### src/rtl/jlm_pkg.sv
package jlm_pkg;
  localparam int STAT_W = 2;
  localparam logic [1:0] SRC_JTAG = 2'b00;

  typedef struct packed {
    logic [1:0] src;
    logic       en;
  } progctl_t;
endpackage

### src/rtl/jlm_shreg.sv
module jlm_shreg #(
  parameter int W = 10
) (
  input  logic         clk,
  input  logic         rst_n,
  input  logic         cap_en,
  input  logic [W-1:0] cap_val,
  input  logic         sh_en,
  input  logic         sin,
  input  logic         ld_en,
  input  logic [W-1:0] ld_val,
  output logic [W-1:0] q
);
  logic [W-1:0] q_nxt;
  logic         q_ce;

  always_comb begin
    q_ce  = cap_en | sh_en | ld_en;
    q_nxt = q;
    if (cap_en)     q_nxt = cap_val;
    else if (sh_en) q_nxt = {sin, q[W-1:1]};
    else if (ld_en) q_nxt = ld_val;
  end

  always_ff @(posedge clk or negedge rst_n) begin
    if (!rst_n)    q <= '0;
    else if (q_ce) q <= q_nxt;
  end
endmodule

### src/rtl/jlm_cpu_regs.sv
module jlm_cpu_regs #(
  parameter int DATA_W = 8
) (
  input  logic              clk,
  input  logic              rst_n,
  input  logic              upd_fire,
  input  logic [DATA_W-1:0] rx_byte,
  input  logic              hold_we,
  input  logic [DATA_W-1:0] hold_wdata,
  input  logic              txc_set,
  input  logic              rx_rd,
  output logic [DATA_W-1:0] hold_q,
  output logic [DATA_W-1:0] rx_q,
  output logic              rx_full_q,
  output logic              txc_q
);
  logic rx_full_nxt, txc_nxt, flag_ce;

  always_comb begin
    txc_nxt     = txc_q;
    rx_full_nxt = rx_full_q;
    if (upd_fire)     txc_nxt = 1'b0;
    else if (txc_set) txc_nxt = 1'b1;
    if (upd_fire)     rx_full_nxt = 1'b1;
    else if (rx_rd)   rx_full_nxt = 1'b0;
    flag_ce = upd_fire | txc_set | rx_rd;
  end

  always_ff @(posedge clk or negedge rst_n) begin
    if (!rst_n) begin
      txc_q     <= 1'b0;
      rx_full_q <= 1'b0;
    end else if (flag_ce) begin
      txc_q     <= txc_nxt;
      rx_full_q <= rx_full_nxt;
    end
  end

  always_ff @(posedge clk or negedge rst_n) begin
    if (!rst_n)        rx_q <= '0;
    else if (upd_fire) rx_q <= rx_byte;
  end

  always_ff @(posedge clk or negedge rst_n) begin
    if (!rst_n)       hold_q <= '0;
    else if (hold_we) hold_q <= hold_wdata;
  end
endmodule

### src/rtl/jlm_progctl.sv
module jlm_progctl
  import jlm_pkg::*;
(
  input  logic     clk,
  input  logic     rst_n,
  input  logic     tlr,
  input  logic     upd,
  input  progctl_t upd_val,
  output progctl_t ctl_q
);
  progctl_t ctl_nxt;
  logic     ctl_ce;

  always_comb begin
    ctl_ce  = tlr | upd;
    ctl_nxt = ctl_q;
    if (tlr)      ctl_nxt = '0;
    else if (upd) ctl_nxt = upd_val;
  end

  always_ff @(posedge clk or negedge rst_n) begin
    if (!rst_n)      ctl_q <= '0;
    else if (ctl_ce) ctl_q <= ctl_nxt;
  end
endmodule

### src/rtl/jtag_loader_mbox.sv
module jtag_loader_mbox
  import jlm_pkg::*;
#(
  parameter int              DATA_W = 8,
  parameter int              IR_W   = 3,
  parameter logic [IR_W-1:0] IR_MBX = 3'd2,
  parameter logic [IR_W-1:0] IR_CTL = 3'd3
) (
  input  logic              clk,
  input  logic              rst_n,
  input  logic [IR_W-1:0]   ir_code,
  input  logic              tap_capture,
  input  logic              tap_shift,
  input  logic              tap_update,
  input  logic              tap_tlr,
  input  logic              tdi,
  output logic              tdo,
  input  logic              cpu_hold_we,
  input  logic [DATA_W-1:0] cpu_hold_wdata,
  input  logic              cpu_txc_set,
  input  logic              cpu_rx_rd,
  output logic [DATA_W-1:0] cpu_rx_data,
  output logic              cpu_rx_full,
  output logic              cpu_txc,
  output logic [2:0]        cpu_ctl_rdata,
  output logic              mbx_active
);
  localparam int MBX_W = DATA_W + STAT_W;
  localparam int CTL_W = $bits(progctl_t);

  // reset: asynchronous assert, synchronous release
  logic [1:0] rst_sync_q;
  logic       rst_int_n;

  always_ff @(posedge clk or negedge rst_n) begin
    if (!rst_n) rst_sync_q <= 2'b00;
    else        rst_sync_q <= {rst_sync_q[0], 1'b1};
  end
  assign rst_int_n = rst_sync_q[1];

  progctl_t          ctl;
  logic              sel_mbx, sel_ctl, mbx_upd;
  logic [MBX_W-1:0]  mq, mbx_cap, mbx_ld;
  logic [CTL_W-1:0]  cq;
  logic [DATA_W-1:0] hold_q;

  always_comb begin
    mbx_active = ctl.en && (ctl.src == SRC_JTAG);
    sel_mbx    = (ir_code == IR_MBX) && mbx_active;
    sel_ctl    = (ir_code == IR_CTL);
    mbx_upd    = tap_update && sel_mbx;
    mbx_cap    = {mq[MBX_W-1:STAT_W], 1'b1, cpu_txc};
    mbx_ld     = {hold_q, mq[STAT_W-1:0]};
    if (sel_mbx)      tdo = mq[0];
    else if (sel_ctl) tdo = cq[0];
    else              tdo = 1'b0;
  end

  jlm_shreg #(.W(MBX_W)) u_mbx_sr (
    .clk     (clk),
    .rst_n   (rst_int_n),
    .cap_en  (tap_capture && sel_mbx),
    .cap_val (mbx_cap),
    .sh_en   (tap_shift && sel_mbx),
    .sin     (tdi),
    .ld_en   (mbx_upd),
    .ld_val  (mbx_ld),
    .q       (mq)
  );

  jlm_shreg #(.W(CTL_W)) u_ctl_sr (
    .clk     (clk),
    .rst_n   (rst_int_n),
    .cap_en  (tap_capture && sel_ctl),
    .cap_val (ctl),
    .sh_en   (tap_shift && sel_ctl),
    .sin     (tdi),
    .ld_en   (1'b0),
    .ld_val  ({CTL_W{1'b0}}),
    .q       (cq)
  );

  jlm_progctl u_ctl (
    .clk     (clk),
    .rst_n   (rst_int_n),
    .tlr     (tap_tlr),
    .upd     (tap_update && sel_ctl),
    .upd_val (progctl_t'(cq)),
    .ctl_q   (ctl)
  );

  jlm_cpu_regs #(.DATA_W(DATA_W)) u_cpu (
    .clk        (clk),
    .rst_n      (rst_int_n),
    .upd_fire   (mbx_upd),
    .rx_byte    (mq[MBX_W-1:STAT_W]),
    .hold_we    (cpu_hold_we),
    .hold_wdata (cpu_hold_wdata),
    .txc_set    (cpu_txc_set),
    .rx_rd      (cpu_rx_rd),
    .hold_q     (hold_q),
    .rx_q       (cpu_rx_data),
    .rx_full_q  (cpu_rx_full),
    .txc_q      (cpu_txc)
  );

  assign cpu_ctl_rdata = ctl;
endmodule

### config.mk
export PLATFORM = sky130hd
export DESIGN_NAME = jtag_loader_mbox
export DESIGN_NICKNAME = d
export VERILOG_FILES = /design/src/rtl/jlm_pkg.sv /design/src/rtl/jlm_shreg.sv /design/src/rtl/jlm_cpu_regs.sv /design/src/rtl/jlm_progctl.sv /design/src/rtl/jtag_loader_mbox.sv
export SDC_FILE = /design/constraint.sdc
export NUM_CORES = 1
export LEC_CHECK = 0
export BUFFER_PORTS_ARGS = -buffer_cell sky130_fd_sc_hd__buf_2
export CAP_MARGIN = 10
export CELL_PAD_IN_SITES_DETAIL_PLACEMENT = 1
export CELL_PAD_IN_SITES_GLOBAL_PLACEMENT = 1
export CORE_MARGIN = 8
export CORE_UTILIZATION = 30
export CTS_BUF_LIST = sky130_fd_sc_hd__clkbuf_8
export DETAILED_ROUTE_END_ITERATION = 10
export PLACE_DENSITY = 0.62
export SYNTH_ARGS = -nofsm -noshare
export SYNTH_HDL_FRONTEND = slang
export SYNTH_HIERARCHICAL = 1
export SYNTH_SLANG_ARGS = --single-unit
### constraint.sdc
create_clock -name clk -period 1.5 [get_ports clk]
set_input_delay 0.3 -clock clk [delete_from_list [all_inputs] [get_ports clk]]
set_output_delay 0.3 -clock clk [all_outputs]
set_load 0.05 [all_outputs]
==> run_results.csv, run 1 <==
group,metric,value,unit
floorplan,fp-row-count,28,
power_and_ir_drop,cell_area_power_density,782,nW/µm²
global_routing,busiest_layer,"met2",
floorplan,fp.dieArea,8620,µm²
floorplan,floorplan.initialDensity,30.4,%
place,post_placement_worst_setup_slack,-0.380,ns
logic_synthesis,synth.lib_cells_used.distinct,25,
layout,area.growth.synth_to_final,40.3,%
power_and_ir_drop,net-switching-power,0.490,mW
critical_path,timing.critical_path.fanout_max,10,
critical_path,cp_cell_sequence,"or3b_4 -> nor4_4 -> buf_6 -> buf_12 -> nor3_4 -> a22oi_2 -> o21ai_2",
drt,drt_drc_violations_left,0,
critical_path,cp-end-kind,"flip-flop",
critical_path,required,1.67,ns
clock_tree,cts.path.max_buffers,2,
layout,fraction_of_final_layout_cells_with_drive_strength_greater_than_1,51.9,%
timing,fmaxAchievable,528,MHz
layout,count_of_nets_after_finishing,228,
timing,finalHoldViolations,0,
job,drv.max_cap_violation_count,0,
worst_hold_path,holdCritPathClass,"input port to flip-flop",
status,violated_checks,"setup timing",
power_and_ir_drop,power.clock.fraction,33.1,%
critical_path,crit_slowest_cell,"or3b_4",
power_and_ir_drop,power.leakage,1.22,nW
drt,drtAntennaViolNets,0,
critical_path,critPathMaxStageDelay,0.45,ns
global_routing,global_route.usage.met3,3.72,%
drt,totalWireLength,4.58,mm
global_routing,global_route_wire_length_before_repair,6.97,mm
place,quantity_of_i_o_buffers_inserted_on_ports,35,
clock_tree,cts_htree_levels,2,
timing,final_slew_violations,0,
drt,avgRoutedWirePerCell,16.2,µm
clock_tree,cts.sink_count,36,
worst_hold_path,timing.hold.worst_path_depth,2,
drt,first_iter_violations,46,
power_and_ir_drop,post-layout-total-power,1.94,mW
power_and_ir_drop,internal-power,1.45,mW
drt,detailroute.via_count,1346,
timing,timing.final.crit_share,126,%
floorplan,placeableCoreArea,5820,µm²
global_routing,grt.total_usage,10.2,%
power_and_ir_drop,combPwrFrac,11.5,%
power_and_ir_drop,register_share_of_total_power,55.4,%
critical_path,crit_cells,7,
global_routing,first_global_vias,1392,
critical_path,worst_path_dominant_cell_family,"simple AND/OR/NAND/NOR gates",
floorplan,die_span_y,92.8,µm
timing,finalSetupViolCount,22,
floorplan,floorplan.die.width,92.8,µm
drt,first_pass_iters,4,
status,status,"finished with violations",
logic_synthesis,yosysWarnings,6,
power_and_ir_drop,power.ir.vdd_worst,0.488,mV
timing,postLayoutSetupSlackWorst,-0.393,ns
floorplan,io-pin-count,36,
power_and_ir_drop,switching_share,25.2,%
logic_synthesis,post_synth.cell_area_avg,12.8,µm²
global_routing,grt_util_met2,17.2,%
timing,layout_min_cycle_time,1.89,ns
drt,vias_per_cell,4.76,
place,dp.final_hpwl,3.15,mm
logic_synthesis,synth_sequential_area_ratio,50.9,%
timing,final.setup.tns,-7.58,ns
logic_synthesis,mappedNetlistArea,1770,µm²
clock_tree,clock-root-buffer,"clkbuf_8",
timing,unrepaired_setup_endpoints_after_global_routing,"true",
timing,worst_clock_skew,0.00935,ns
global_routing,largest_net_degree_at_the_start_of_global_routing,35,
global_routing,grt_remaining_overflow,0,
global_routing,globalRouteMet1Util,11.7,%
clock_tree,clock_insertion_delay_worst_skew,0.29,ns
global_routing,antenna_found_initial,0,
logic_synthesis,ys_ff_latch,36,
critical_path,reg2regPathDepth,7,
critical_path,path_class,"flip-flop to flip-flop",
place,place_congestion,0.725,
critical_path,startpoint_type,"flip-flop",
clock_tree,cts_buffer_count,5,
clock_tree,clock_tree_from_tritoncts,"done",
critical_path,worst-path-buf-inv,2,
critical_path,worst-endpoint-arrival,2.06,ns
layout,n_antenna_cell,0,
clock_tree,clkTransAtPathRegs,0.07,ns
logic_synthesis,syn_inst,138,
==> worst register-to-register path: cells and delay by family (launching register included) <==
kind,cells,cell delay [ns]
AO/OA/AOI/OAI,2,0.27
buffers and inverters,2,0.30
AND/OR/NAND/NOR,3,0.80
flip-flops,1,0.40
==> Yosys cell counts, drive strengths merged <==
| cell type | count | area share [%] |
|---|---|---|
| dfrtp | 36 | 51 |
| mux2 | 19 | 15 |
| o21ai | 13 | 3.7 |
| a21oi | 10 | 4.9 |
| a22oi | 10 | 4.2 |
| and3b | 10 | 4.9 |
| buf | 6 | 3.1 |
| mux2i | 6 | 3.4 |
| nor2 | 5 | 1.1 |
| nand2 | 4 | 0.85 |
| and3 | 3 | 1.1 |
| inv | 3 | 0.64 |
| conb | 2 | 0.42 |
| nor4b | 2 | 0.99 |
| a21o | 1 | 0.49 |
| clkbuf | 1 | 0.21 |
| nand2b | 1 | 0.35 |
| nand4bb | 1 | 0.64 |
| nor2b | 1 | 0.35 |
| nor3 | 1 | 0.92 |
| nor4 | 1 | 0.35 |
| o22ai | 1 | 0.35 |
| or3b | 1 | 0.64 |
==> cell families (layout without fill, tap and decap cells) <==
group,after synthesis,after routing,share of synthesized area [%]
AND/OR/NAND/NOR,30,30,12.2
AO/OA/AOI/OAI,35,35,13.7
other,2,8,0.424
flip-flops,36,36,50.9
multiplexers,25,25,18.9
buffers and inverters,10,74,3.96
==> per-stage QoR <==
stage | hold slack [ns] | std cells | util (%) | instance area (µm²)
final | 0.209 | 283 | 42.7 | 2480
after floorplan | 0.00441 | 144 | - | 1840
after detailed placement | 0.0896 | 262 | 37.8 | 2200
after CTS | 0.191 | 272 | 39.9 | 2320
after global routing | 0.199 | 283 | 42.7 | 2480
after global placement | 0.0859 | 262 | 37.8 | 2200
==> registers in the layout, summed over array words and instances, names as in the netlist <==
name / flops
u_cpu/txc_q: 1
u_ctl/ctl_q: 3
rst_sync_q: 2
u_mbx_sr/q: 10
u_cpu/rx_full_q: 1
u_cpu/rx_q: 8
u_cpu/hold_q: 8
u_ctl_sr/q: 3
==> cells in the final DEF, fill, tap and decap left out, types with 2 or more instances in the layout <==
master / count
buf_2: 33
dfrtp_1: 33
buf_4: 17
mux2_4: 16
o21ai_1: 12
and3b_1: 10
a21oi_2: 10
a22oi_1: 9
conb_1: 8
buf_6: 6
mux2i_1: 6
clkbuf_8: 5
inv_1: 4
nand2_1: 4
nor2_1: 4
and3_1: 3
clkbuf_16: 3
dfrtp_2: 3
mux2_1: 3
nor4b_4: 2
buf_12: 2
==> what timing repair did <==
action	4_1_cts	5_1_grt
cloned	0	4
resized for setup	8	6
hold buffers	1	0
endpoints found under the hold margin	2	0
setup buffers	1	7
pin swaps	1	8
endpoints found under the setup margin	22	22
==> final timing paths <==
path / end / slack (ns) / start
max reg2reg: u_mbx_sr/q[7] / -0.39 / u_ctl/ctl_q[2]
max in group asynchronous: u_ctl/ctl_q[2] / 0.89 / rst_sync_q[1]
min: u_ctl/ctl_q[2] / 0.21 / tap_tlr
min in group asynchronous: u_mbx_sr/q[7] / 0.27 / rst_sync_q[1]
min reg2reg: u_mbx_sr/q[7] / 0.27 / rst_sync_q[1]
max: u_mbx_sr/q[7] / -0.39 / u_ctl/ctl_q[2]
==> per-layer routing <==
layer	part of all wire (%)	vias up	wire length [µm]
met5	0	-	0
li1	-	634	-
met1	43	668	1970
met3	5.3	6	241
met2	50	38	2310
met4	1.3	0	60
==> power by group through the flow <==
stage               Combinational (mW)  Sequential (mW)  Clock, mW
floorplan                        0.114             1.10          0
global placement                 0.201             1.09          0
detailed placement               0.212             1.09          0
CTS                              0.221             1.08      0.674
global route                     0.246             1.08      0.718
finish                           0.224             1.08      0.643
==> layout make-up <==
type                    count  area, µm²
clock buffers               5       68.8
clock inverters             3       12.5
fillers                   651       3330
inverters                   3       11.3
multi-input cells          98        892
flip-flops and latches     36        905
well taps                  75       93.8
repair buffers             63        500
No activity file was read; power rests on OpenSTA's default activity.
==> inputs of run 2 (changes only) <==
--- a/config.mk
+++ b/config.mk
@@ -14,6 +14,7 @@
 export CTS_BUF_LIST = sky130_fd_sc_hd__clkbuf_8
 export DETAILED_ROUTE_END_ITERATION = 10
 export PLACE_DENSITY = 0.62
+export RECOVER_POWER = 50
 export SYNTH_ARGS = -nofsm -noshare
 export SYNTH_HDL_FRONTEND = slang
 export SYNTH_HIERARCHICAL = 1
==> run 2 against run 1 <==
Compared with the run above:
- the run still ends with setup timing left
- global-route usage unchanged
- utilization down 0.064 points
- final area down 0.15%
- flip-flop and latch count unchanged
- critical path type unchanged
==> run_results.csv, run 2 (synthesized netlist as in run 1, its figures left out) <==
group,metric,value,unit
status,status,"finished with violations",
status,violated_checks,"setup timing",
global_routing,grt_remaining_overflow,0,
global_routing,global_route_wire_length_before_repair,6.97,mm
floorplan,floorplan.initialDensity,30.4,%
layout,reg_top3,"u_mbx_sr/q (10), u_cpu/hold_q (8), u_cpu/rx_q (8)",
global_routing,first_global_vias,1392,
critical_path,startpoint_type,"flip-flop",
critical_path,path_class,"flip-flop to flip-flop",
critical_path,cp-end-kind,"flip-flop",
layout,area.growth.synth_to_final,40.1,%
layout,max_flop_register,"u_mbx_sr/q",
clock_tree,cts.path.max_buffers,2,
timing,fmaxAchievable,529,MHz
layout,largest_register_ffs,10,
clock_tree,clock_insertion_delay_worst_skew,0.29,ns
drt,avgRoutedWirePerCell,16.2,µm
layout,count_of_nets_after_finishing,228,
clock_tree,clock_tree_from_tritoncts,"done",
global_routing,largest_net_degree_at_the_start_of_global_routing,35,
timing,unrepaired_setup_endpoints_after_global_routing,"true",
timing,layout_min_cycle_time,1.89,ns
global_routing,antenna_found_initial,0,
place,dp.final_hpwl,3.15,mm
drt,drtAntennaViolNets,0,
drt,totalWireLength,4.58,mm
floorplan,placeableCoreArea,5820,µm²
timing,finalSetupViolCount,22,
power_and_ir_drop,power.ir.vdd_worst,0.486,mV
floorplan,fp-row-count,28,
timing,max_slew_margin,43.1,%
clock_tree,cts_buffer_count,5,
critical_path,required,1.67,ns
power_and_ir_drop,cell_area_power_density,783,nW/µm²
layout,fraction_of_final_layout_cells_with_drive_strength_greater_than_1,51.4,%
drt,first_pass_iters,6,
timing,postLayoutSetupSlackWorst,-0.390,ns
timing,worst_clock_skew,0.00940,ns
timing,timing_worst_slew_pin_value,0.854,ns
timing,finalHoldViolations,0,
timing,timing.final.crit_share,126,%
drt,first_iter_violations,46,
power_and_ir_drop,power.leakage,1.22,nW
timing,final_slew_violations,0,
clock_tree,clkTransAtPathRegs,0.07,ns
job,drv.max_cap_violation_count,0,
clock_tree,cts_htree_levels,2,
layout,final_util,42.6,%
worst_hold_path,holdCritPathClass,"input port to flip-flop",
drt,vias_per_cell,4.74,
critical_path,timing.critical_path.fanout_max,10,
floorplan,floorplan.die.width,92.8,µm
global_routing,grt.total_usage,10.2,%
place,quantity_of_i_o_buffers_inserted_on_ports,35,
critical_path,worst-endpoint-arrival,2.06,ns
place,place_congestion,0.725,
place,post_placement_worst_setup_slack,-0.380,ns
drt,detailroute.via_count,1342,
clock_tree,cts.sink_count,36,
drt,drt_drc_violations_left,0,
floorplan,io-pin-count,36,
layout,n_antenna_cell,0,
floorplan,die_span_y,92.8,µm
layout,final_common_cell,"dfrtp_1",
clock_tree,clock-root-buffer,"clkbuf_8",
layout,layout_common_cells,"dfrtp_1, buf_2, buf_4, mux2_4, o21ai_1",
floorplan,fp.dieArea,8620,µm²
-- run 2: repair_timing --
| item | CTS | global route |
|---|---|---|
| resized for setup | 8 | 6 |
| pin swaps | 1 | 8 |
| buffers inserted | 1 | 7 |
| endpoints found under the setup margin | 22 | 22 |
| gates cloned | 0 | 4 |
| endpoints found under the hold margin | 2 | 0 |
| hold buffers | 1 | 0 |
-- run 2: routing by layer --
metal	part of all wire (%)	vias up	global-route usage [%]
met2	50	31	17.2
li1	-	634	-
met4	1.3	0	3.36
met1	43	671	11.7
met5	0	-	0
met3	5.0	6	3.72
-- run 2: metrics by stage --
| step | setup TNS (ns) | area, µm² | instances | power, mW | hold slack [ns] |
|---|---|---|---|---|---|
| 2_1_floorplan | -8.81 | 1840 | 144 | 1.21 | 0.00441 |
| 3_3_place_gp | -5.12 | 2200 | 262 | 1.29 | 0.0859 |
| 3_5_place_dp | -5.85 | 2200 | 262 | 1.31 | 0.0896 |
| 4_1_cts | -6.97 | 2320 | 272 | 1.97 | 0.191 |
| 5_1_grt | -9.03 | 2480 | 283 | 2.05 | 0.199 |
| 6_report | -7.57 | 2480 | 283 | 1.94 | 0.209 |
-- run 2: worst paths after layout --
kind / start / endpoint / slack, ns / depth (start not counted)
setup / recovery: u_ctl/ctl_q[2] / u_mbx_sr/q[7] / -0.39 / 7
hold / removal: tap_tlr / u_ctl/ctl_q[2] / 0.21 / 2
setup reg to reg: u_ctl/ctl_q[2] / u_mbx_sr/q[7] / -0.39 / 7
hold reg to reg: rst_sync_q[0] / rst_sync_q[1] / 0.35 / 0
max in group asynchronous: rst_sync_q[1] / u_ctl/ctl_q[2] / 0.48 / 1
min in group asynchronous: rst_n / rst_sync_q[0] / 0.33 / 2
-- run 2: area by class of cell --
class / instances / area [µm²]
Clock inverter: 3 / 12.5
Inverter: 3 / 11.3
Sequential cell: 36 / 905
Tap cell: 75 / 93.8
Clock buffer: 5 / 68.8
Fill cell: 651 / 3340
Multi-Input combinational cell: 98 / 892
Timing Repair Buffer: 63 / 497
-- run 2: worst max-delay path, cell delays in order (launching register included) --
cell and delay [ns]:
dfrtp_2 0.40, or3b_4 0.45, nor4_4 0.28, buf_6 0.18, buf_12 0.12, nor3_4 0.07
a22oi_2 0.18, o21ai_2 0.09
-- run 2: report_power, final --
part | internal, mW | switching [mW] | leakage [nW]
Sequential | 1.03 | 0.0478 | 0.462
Combinational | 0.112 | 0.111 | 0.704
Clock | 0.312 | 0.331 | 0.0505
==> inputs of run 3 (changes only) <==
--- a/config.mk
+++ b/config.mk
@@ -5,6 +5,7 @@
 export SDC_FILE = /design/constraint.sdc
 export NUM_CORES = 1
 export LEC_CHECK = 0
+export ABC_AREA = 1
 export BUFFER_PORTS_ARGS = -buffer_cell sky130_fd_sc_hd__buf_2
 export CAP_MARGIN = 10
 export CELL_PAD_IN_SITES_DETAIL_PLACEMENT = 1
@@ -13,7 +14,7 @@
 export CORE_UTILIZATION = 30
 export CTS_BUF_LIST = sky130_fd_sc_hd__clkbuf_8
 export DETAILED_ROUTE_END_ITERATION = 10
-export PLACE_DENSITY = 0.62
+export PLACE_DENSITY = 0.67
 export RECOVER_POWER = 50
 export SYNTH_ARGS = -nofsm -noshare
 export SYNTH_HDL_FRONTEND = slang
==> run 3 against run 2 <==
Compared with the run above:
- the flow still finishes with violations (setup timing)
- via count rose by 20%
- area after synthesis rose by 0.57%
- non-clock buffer count fell by 12
- clock power rose by 37%
- clock skew fell by 0.0068 ns
- power rose by 12%
- register-to-register slack improved by 0.36 ns
- cell count rose by 28%
- sequential power barely moved
- routed wire length rose by 1.1%
==> run_results.csv, run 3 <==
group,metric,value,unit
layout,design_area,2340,µm²
layout,largest_register_ffs,10,
drt,drt_drc_violations_left,0,
critical_path,worst-endpoint-arrival,1.26,ns
place,quantity_of_i_o_buffers_inserted_on_ports,35,
status,status,"finished with violations",
layout,count_of_nets_after_finishing,308,
global_routing,grt.total_usage,11.7,%
timing,unrepaired_setup_endpoints_after_global_routing,"true",
layout,final_common_cell,"nand2_1",
critical_path,timing.critical_path.fanout_max,3,
global_routing,global_route_wire_length_before_repair,8.04,mm
timing,finalSetupViolCount,7,
drt,first_pass_iters,4,
place,post_placement_worst_setup_slack,-0.0209,ns
layout,seqCellArea,905,µm²
layout,filler_cell_count,752,
logic_synthesis,yosysWarnings,6,
layout,area.growth.synth_to_final,31.7,%
drt,totalWireLength,4.63,mm
clock_tree,cts_buffer_count,5,
clock_tree,clkTransAtPathRegs,0.08,ns
logic_synthesis,post_synth.cell_area_avg,7.74,µm²
worst_hold_path,holdCritPathClass,"input port to flip-flop",
timing,finalHoldViolations,0,
critical_path,startpoint_type,"flip-flop",
logic_synthesis,synth.top_cells.by_count,"nand2_1, dfrtp_1, nand3_1",
floorplan,io-pin-count,36,
floorplan,fp-row-count,28,
drt,vias_per_cell,4.45,
logic_synthesis,synth.lib_cells_used.distinct,18,
timing,fin_hold_ws,0.201,ns
status,violated_checks,"setup timing",
critical_path,cp-end-kind,"output pin",
logic_synthesis,postSynth.topFlopCell,"dfrtp_1",
power_and_ir_drop,power.ir.vdd_worst,0.317,mV
clock_tree,cts.path.max_buffers,2,
floorplan,fp.dieArea,8660,µm²
drt,first_iter_violations,56,
logic_synthesis,ys_top_cells_by_area,"dfrtp_1, nand2_1, nand3_1",
drt,drtAntennaViolNets,0,
timing,timing_worst_slew_pin_value,0.863,ns
floorplan,die_span_y,93.0,µm
logic_synthesis,ys_ff_latch,36,
timing,final_slew_violations,0,
logic_synthesis,yosys.area.top_type,"dfrtp_1",
logic_synthesis,mappedNetlistArea,1780,µm²
logic_synthesis,synth_top_area_share,50.6,%
global_routing,first_global_vias,1681,
critical_path,path_class,"flip-flop to output pin",
logic_synthesis,asyncSetResetFlopFracSynth,100,%
power_and_ir_drop,cell_area_power_density,925,nW/µm²
timing,max_slew_margin,42.5,%
drt,detailroute.via_count,1615,
timing,timing.final.crit_share,104,%
power_and_ir_drop,power.leakage,1.29,nW
floorplan,placeableCoreArea,5820,µm²
logic_synthesis,synth_edf_count,0,
layout,reg_top3,"u_mbx_sr/q (10), u_cpu/hold_q (8), u_cpu/rx_q (8)",
critical_path,required,1.20,ns
global_routing,largest_net_degree_at_the_start_of_global_routing,35,
layout,final_util,40.3,%
place,dp.final_hpwl,3.25,mm
layout,layout_common_cells,"nand2_1, dfrtp_1, buf_2, nand3_1",
timing,fmaxAchievable,642,MHz
layout,final-instance-count-excl-fill,363,
timing,layout_min_cycle_time,1.56,ns
floorplan,floorplan.die.width,93.0,µm
worst_hold_path,timing.hold.worst_path_depth,3,
global_routing,antenna_found_initial,0,
critical_path,reg2regPathDepth,7,
clock_tree,cts.sink_count,36,
logic_synthesis,syn_inst,230,
layout,multiInputGateArea,806,µm²
logic_synthesis,synth_sequential_area_ratio,50.6,%
clock_tree,clock-root-buffer,"clkbuf_8",
logic_synthesis,synthMostInstantiatedCell,"nand2_1",
global_routing,grt_remaining_overflow,0,
clock_tree,clock_insertion_delay_worst_skew,0.29,ns
place,dpl.cell_count,349,
layout,n_antenna_cell,0,
clock_tree,cts_htree_levels,2,
layout,fraction_of_final_layout_cells_with_drive_strength_greater_than_1,28.8,%
place,place_congestion,0.764,
job,drv.max_cap_violation_count,0,
floorplan,floorplan.initialDensity,30.6,%
timing,worst_clock_skew,0.00264,ns
clock_tree,clock_tree_from_tritoncts,"done",
drt,avgRoutedWirePerCell,12.7,µm
layout,max_flop_register,"u_mbx_sr/q",
timing,postLayoutSetupSlackWorst,-0.0585,ns
place,place_area,2120,µm²
run 3: changes by cell type in the layout (fill, tap and decap cells not counted), moves of 9 or more:
cell     delta
nand3_1    +26
and3b_1    -10
nand2_1   +104
a21oi_2    -10
o21ai_1    -12
mux2_4     -16
a22oi_1     -9
or2_0      +10
run 3: final timing paths:
check / startpoint / endpoint / slack, ns
max: u_ctl/ctl_q[2] / tdo / -0.06
min: cpu_hold_wdata[7] / u_cpu/hold_q[7] / 0.20
max reg2reg: u_ctl/ctl_q[2] / u_mbx_sr/q[8] / -0.03
min reg2reg: rst_sync_q[0] / rst_sync_q[1] / 0.36
max in group asynchronous: rst_sync_q[1] / u_ctl/ctl_q[2] / 0.47
min in group asynchronous: rst_n / rst_sync_q[0] / 0.31
run 3: logic make-up after synthesis:
logic type / Yosys count / synth area share (%)
simple gates: 171 / 41.6
other cells: 2 / 0.422
buf+inv: 21 / 7.38
flops: 36 / 50.6
run 3: critical path, cell delays in order (launching register included):
cell and delay [ns]:
dfrtp_2 0.43, nor3_4 0.20, nand3_1 0.11, nand2_2 0.08
buf_8 0.14
run 3: repair_timing:
action	4_1_cts	5_1_grt
gates resized for setup	7	14
endpoints found under the setup margin	12	21
hold endpoints to repair	2	0
hold buffers	1	0
setup buffers	3	1
pin swaps	1	3
gates cloned	1	0
run 3: where the power goes:
| part | internal [mW] | switching, mW |
|---|---|---|
| Clock | 0.492 | 0.389 |
| Combinational | 0.0814 | 0.127 |
| Sequential | 1.03 | 0.0510 |
| Total | 1.60 | 0.567 |
run 3: area by class of cell:
type                            count  share of cell area, %
Timing Repair inverter              1                  0.320
Clock inverter                      3                   1.81
Sequential cell                    36                   38.6
Timing Repair Buffer               51                   14.8
Tap cell                           75                   4.00
Inverter                           15                   3.20
Clock buffer                        5                   2.93
Multi-Input combinational cell    177                   34.4
run 3: metrics by stage:
step / TNS (ns) / total power, mW
2_1_floorplan: -7.75 / 1.22
3_3_place_gp: 0 / 1.29
3_5_place_dp: -0.126 / 1.30
4_1_cts: -0.394 / 2.19
5_1_grt: -1.81 / 2.28
6_report: -0.146 / 2.17
run 3: metal layers:
| metal | track usage (%) | vias up | wire [µm] |
|---|---|---|---|
| met5 | 0 | - | 0 |
| met4 | 5.50 | 0 | 87 |
| li1 | - | 824 | - |
| met2 | 18.1 | 34 | 2130 |
| met1 | 14.2 | 750 | 2150 |
| met3 | 3.93 | 7 | 258 |
